**src/rtl/disp_irq_pkg.sv**
```systemverilog
package disp_irq_pkg;
   localparam int unsigned LANE_W = 8;

   function automatic logic [31:0] bit_mask(input int unsigned pos);
      return 32'(1) << pos;
   endfunction
endpackage

```
**src/rtl/disp_irq_edge.sv**
```systemverilog
module disp_irq_edge (
   input  logic clk,
   input  logic rst_n,
   input  logic level_in,
   output logic rise
);
   logic level_q;

   always_ff @(posedge clk) begin
      if (!rst_n) level_q <= 1'b0;
      else        level_q <= level_in;
   end

   assign rise = level_in & ~level_q;
endmodule

```
**src/rtl/disp_irq_lanes.sv**
```systemverilog
module disp_irq_lanes #(
   parameter int unsigned DATA_W = 32,
   localparam int unsigned LANES = DATA_W / disp_irq_pkg::LANE_W
) (
   input  logic [DATA_W-1:0] cur,
   input  logic [DATA_W-1:0] wdata,
   input  logic [LANES-1:0]  be,
   output logic [DATA_W-1:0] merged,
   output logic [DATA_W-1:0] lane_mask
);
   localparam int unsigned LW = disp_irq_pkg::LANE_W;

   for (genvar g = 0; g < LANES; g++) begin : g_lane
      assign lane_mask[g*LW +: LW] = {LW{be[g]}};
      assign merged[g*LW +: LW]    = be[g] ? wdata[g*LW +: LW] : cur[g*LW +: LW];
   end
endmodule

```
**src/rtl/disp_irq_ctrl.sv**
```systemverilog
module disp_irq_ctrl #(
   parameter int unsigned DATA_W    = 32,
   parameter int unsigned BLANK_STS = 0,
   parameter int unsigned LSYNC_STS = 1,
   parameter int unsigned FRAME_STS = 2,
   parameter int unsigned VB_FLAG   = 4,
   parameter int unsigned VL_FLAG   = 5,
   parameter int unsigned VB_EN     = 8,
   parameter int unsigned VL_EN     = 9,
   localparam int unsigned LANES    = DATA_W / disp_irq_pkg::LANE_W
) (
   input  logic              clk,
   input  logic              rst_n,
   input  logic              wr_en,
   input  logic [LANES-1:0]  wr_be,
   input  logic [DATA_W-1:0] wr_data,
   output logic [DATA_W-1:0] rd_data,
   input  logic              blank_in,
   output logic              irq_out
);
   import disp_irq_pkg::*;

   localparam logic [DATA_W-1:0] RO_MASK  = DATA_W'(bit_mask(BLANK_STS) | bit_mask(LSYNC_STS) | bit_mask(FRAME_STS));
   localparam logic [DATA_W-1:0] ACK_MASK = DATA_W'(bit_mask(VB_FLAG) | bit_mask(VL_FLAG));
   localparam logic [DATA_W-1:0] RW_MASK  = ~(RO_MASK | ACK_MASK);
   localparam logic [DATA_W-1:0] EVT_MASK = ACK_MASK;

   if (DATA_W % LANE_W != 0 || DATA_W > 32) begin : g_bad_width
      $error("DATA_W must be a multiple of the lane width and at most 32");
   end
   if (VB_FLAG >= DATA_W || VL_FLAG >= DATA_W || VB_EN >= DATA_W || VL_EN >= DATA_W) begin : g_bad_pos
      $error("bit position outside the word");
   end

   logic [DATA_W-1:0] word_q, word_d, merged, lane_mask, ack_hit;
   logic rise;

   disp_irq_edge u_edge (
      .clk      (clk),
      .rst_n    (rst_n),
      .level_in (blank_in),
      .rise     (rise)
   );

   disp_irq_lanes #(.DATA_W(DATA_W)) u_lanes (
      .cur       (word_q),
      .wdata     (wr_data),
      .be        (wr_be),
      .merged    (merged),
      .lane_mask (lane_mask)
   );

   assign ack_hit = wr_data & lane_mask & ACK_MASK;

   always_comb begin
      word_d = word_q;
      if (wr_en)
         word_d = (word_q & RO_MASK) | (word_q & ACK_MASK & ~ack_hit) | (merged & RW_MASK);
      if (rise)
         word_d = word_d | EVT_MASK;
   end

   always_ff @(posedge clk) begin
      if (!rst_n) word_q <= '0;
      else        word_q <= word_d;
   end

   always_comb begin
      rd_data            = word_q;
      rd_data[BLANK_STS] = blank_in;
   end

   assign irq_out = blank_in & (word_q[VB_EN] | word_q[VL_EN]);

   localparam int unsigned FL_LANE = VB_FLAG / LANE_W;
   localparam int unsigned EN_LANE = VB_EN / LANE_W;

   assert_ro_hold_R2: assert property (@(posedge clk) disable iff (!rst_n)
      wr_en |=> $stable(rd_data[FRAME_STS:LSYNC_STS]));

   assert_rise_sets_R3: assert property (@(posedge clk) disable iff (!rst_n)
      rise |=> (rd_data[VB_FLAG] && rd_data[VL_FLAG]));

   assert_ack_clears_R4: assert property (@(posedge clk) disable iff (!rst_n)
      (wr_en && wr_be[FL_LANE] && wr_data[VB_FLAG] && !rise) |=> !rd_data[VB_FLAG]);

   assert_ack_zero_keeps_R5: assert property (@(posedge clk) disable iff (!rst_n)
      (wr_en && !wr_data[VL_FLAG] && rd_data[VL_FLAG]) |=> rd_data[VL_FLAG]);

   assert_lane_keep_R7: assert property (@(posedge clk) disable iff (!rst_n)
      (wr_en && !wr_be[EN_LANE]) |=> $stable(rd_data[VL_EN:VB_EN]));

   assert_irq_low_R8: assert property (@(posedge clk) disable iff (!rst_n)
      !blank_in |-> !irq_out);

   assert_event_wins_R9: assert property (@(posedge clk) disable iff (!rst_n)
      (rise && wr_en) |=> rd_data[VL_FLAG]);
endmodule

```
**config.mk**
```make
export PLATFORM = sky130hd
export DESIGN_NAME = disp_irq_ctrl
export DESIGN_NICKNAME = d
export VERILOG_FILES = /design/src/rtl/disp_irq_pkg.sv /design/src/rtl/disp_irq_edge.sv /design/src/rtl/disp_irq_lanes.sv /design/src/rtl/disp_irq_ctrl.sv
export SDC_FILE = /design/constraint.sdc
export NUM_CORES = 1
export LEC_CHECK = 0
export BUFFER_PORTS_ARGS = -buffer_cell sky130_fd_sc_hd__buf_2
export CAP_MARGIN = 20
export CORE_ASPECT_RATIO = 2
export CORE_MARGIN = 2
export CORE_UTILIZATION = 30
export CTS_CLUSTER_SIZE = 8
export DETAILED_ROUTE_END_ITERATION = 8
export REMOVE_ABC_BUFFERS = 1
export SETUP_SLACK_MARGIN = 0.2
export SYNTH_ARGS = -nofsm -noshare
export SYNTH_HDL_FRONTEND = slang
export SYNTH_HIERARCHICAL = 1
export SYNTH_SLANG_ARGS = --single-unit
```
**constraint.sdc**
```tcl
create_clock -name clk -period 0.95 [get_ports clk]
set_input_delay 0.0475 -clock clk [delete_from_list [all_inputs] [get_ports clk]]
set_output_delay 0.0475 -clock clk [all_outputs]
set_load 0.02 [all_outputs]
```
-- After elaboration in Yosys (flattened, before gate mapping)
Index checks and enable logic that the tools add are counted.
- bitwise gates (word level): 9
- magnitude comparators: 0
- shifts and indexed selects: 0
- $mul: 0
- divide/modulo/power cells: 0
- equal/unequal tests: 0
- add/sub/neg operators: 0
- reductions and logical operators: 1
- multiplexer cells: 6
- operators by type and width (operator ; number):
    $and 6x32->32 ; 1
    $mux 32 ; 1
    $mux 8 ; 4
    $not 6->32 ; 1
    $or 3x32->32 ; 1
    $or 32x32->32 ; 1
    $and 6x6->6 ; 1
    $mux 6 ; 1
    $and 1x1->1 ; 2
    $reduce_bool 2->1 ; 1
    $not 1->1 ; 1
    $or 1x1->1 ; 1
- output and inout bits: 33
- word-level logic and storage cells: 19
- bits in writable memories: 0
- memories kept: 0
- flip-flop bits (word level): 33
- bits in latches: 0
- bits of input ports: 40
- bits in read-only memories: 0

-- Longest topological paths before layout
- word-level depth: 7
- gate-level depth with buffers: 4
- mapped depth without buffers: 3

-- Cells and area by module
The synthesis kept the hierarchy.
- by module, submodules not included (module ; area an instance (sq um) ; seq. area each (sq um) ; cells each ; instances):
    disp_irq_ctrl ; 1131.1 ; 580.6 ; 99 ; 1
    disp_irq_lanes ; 765.7 ; 0.0 ; 68 ; 1
    disp_irq_edge ; 40.0 ; 20.0 ; 3 ; 1

-- Worst setup path after synthesis
No wires, ideal clock.
- kind: register to register
- start point: reg word_q[9]
- end point: reg word_q[9]
- slack: 15 ps
- path buffers: 0
- data required time: 834 ps
- library setup time: 116 ps
- data arrival time: 819 ps
- cell stages (with the launch flop): 4
- clock period less this slack: 935 ps
- cell sequence: dfxtp_1 > mux2_4 > mux2i_1 > nor2b_1
- cells in the longest elaborated chain, start to end: 3
- RTL lines (item ; line ; text):
    start, declared ; disp_irq_ctrl.sv:35 ; logic [DATA_W-1:0] word_q, word_d, merged, lane_mask, ack_hit;
    start signal, assigned ; disp_irq_ctrl.sv:65 ; else word_q <= word_d;
    $mux 8 ; disp_irq_lanes.sv:15 ; assign merged[g*LW +: LW] = be[g] ? wdata[g*LW +: LW] : cur[g*LW +: LW];
    via merged[9] ; disp_irq_ctrl.sv:35 ;
    $or 32x32->32 ; disp_irq_ctrl.sv:58 ; word_d = (word_q & RO_MASK) | (word_q & ACK_MASK & ~ack_hit) | (merged & RW_MASK);
    $mux 32 ; disp_irq_ctrl.sv:57 ; if (wr_en)
The timed path passes the listed nets, and every way through them passes these cells. The select of a mux whose other input is x is not followed.
A chain may end at the register's enable or synchronous reset.

-- Worst setup path after layout
- start point: reg word_q[9]
- end point: out irq_out
- cells in the longest elaborated chain, start to end: 2
- RTL lines (item ; line ; text):
    $or 1x1->1 ; disp_irq_ctrl.sv:73 ; assign irq_out = blank_in & (word_q[VB_EN] | word_q[VL_EN]);
    $and 1x1->1 ; disp_irq_ctrl.sv:73 ;
    end, declared ; disp_irq_ctrl.sv:19 ; output logic irq_out
Every way passes these cells.

==> reports/results.ini <==
[die]
die_h_um=108
core_um2=5330
rows=38
floorplan.initialDensity_pct=30.7
io_pins=73
chipWidth_um=56.2
die-area_um2=6100

[finish]
finalCoreUtilization_pct=45.7
layout_common_cells=40 x buf_6, 37 x buf_2, 29 x dfxtp_2
syn_to_final_growth_pct=48.8
finalInstanceArea_um2=2430
nFillCells=503
fin_cells=273
multi_input_area_um2=918
insertedDiodeCount=0
layout_commonest_cell=buf_6
nets=252
layout-drive-gt1-share_pct=70.4
regArea_um2=641

[clocking]
cts_buffers=5
clk_latency_ps=280
clkTransAtPathRegs_ps=70
clock_sinks=30
htree_levels=2
cts-root-buf=clkbuf_8
clockBufferDepth=2
cts_tree=yes

[power]
finalPower_mw=3.22
power_density_nw_per_um2=1320
irDropWorstVdd_mv=1.04
leakagePower_nw=1.18

[critical_path]
path_class=register to output pin
crit_slowest_cell=dfxtp_2
cp-start-kind=register
crit_path_max_fanout=3
critPathTopFamily=flip-flops
required_ps=900
critPathMaxStageDelay_ps=340
cp.arrival_ps=950
worst-path-buf-inv=1
worstPathCellList=o21a_1, buf_6
end_kind=output pin

[sta]
period_needed_ps=1000
slew_viol_final=0
rsz0062_at_grt=yes
postLayoutSetupSlackWorst_ps=-50.1
finalHoldViolations=0
holdWs_ps=40.9
setup_tns_ps=-50.1
finalCritPeriodShare_pct=105
fin_worst_skew_ps=0.109
max_freq_mhz=1000
setup_viol_count_final=1

[global_routing]
antenna_found_initial=0
grt_max_degree=30
grt_pass1_wl_mm=5.40
grt_pass1_vias=1182
gr-usage-all-layers_pct=11.1
overflow=0

[route]
num_vias=1216
drcViolationCount=0
detail_route.first_pass.iterations=3
drt_iter0_markers=13
ant_nets=0
routedWlPerCell_um=12.4
vias_per_cell=4.45
routed_wirelength_mm=3.39

[placed_design]
dp.cells=250
placed_area_um2=1950
place_congestion=0.671
portBuffers=67
post-place-ws_ps=-21.2
hpwl_mm=2.17

[run_status]
status=complete, but fails checks
failed_checks=negative setup slack

[yosys]
syn_inst=135
synth-warning-count=6
synth.cell_area_um2=1640
syn_avg_cell_area_um2=12.1

[job]
maxCapViolCount=0

[worst_hold_path]
hp-class=primary input to register

==> metal layers <==
metal / vias to the layer above / GRT usage [%] / share of wire (%)
met3: 5 / 3.95 / 9.3
met2: 66 / 17.6 / 45
li1: 604 / - / -
met1: 541 / 14.1 / 44
met5: - / 0 / 0
met4: 0 / 3.57 / 1.2
==> worst register-to-register path: cells and delay by family, from the launching register on <==
| kind | cells | cell delay [ps] |
|---|---|---|
| muxes | 2 | 420 |
| and+or+nand+nor | 1 | 70 |
| DFF | 1 | 330 |
==> cell type report <==
class                           count  share of cell area, %
Multi-Input combinational cell     90                   37.7
Timing Repair Buffer               84                   29.0
Sequential cell                    30                   26.3
Clock buffer                        7                   3.55
Tap cell                           60                   3.08
Clock inverter                      1                  0.206
Inverter                            1                  0.154
==> where the power goes <==
| group | total (mW) | internal, mW | switching (mW) | leakage, nW |
|---|---|---|---|---|
| Combinational | 0.776 | 0.468 | 0.308 | 0.873 |
| Sequential | 1.41 | 1.34 | 0.0642 | 0.258 |
| Clock | 1.04 | 0.583 | 0.454 | 0.0482 |
==> state kept, by name, indices dropped and copies added (netlist names) <==
register        count
u_edge/level_q      1
word_q             29
==> final timing paths <==
check	slack, ps	endpoint	from	cells after the start
setup / recovery	-50	irq_out	word_q[9]	2
hold reg to reg	530	word_q[28]	word_q[28]	2
hold / removal	40	u_edge/level_q	blank_in	2
setup reg to reg	10	word_q[17]	word_q[17]	3
==> timing repair <==
item	in CTS	in global routing
hold buffers	2	0
endpoints found under the setup margin	59	59
resized for setup	95	11
hold endpoints to repair	2	0
pin swaps	2	0
buffers inserted	1	12
(Power assumes the default switching activity.)
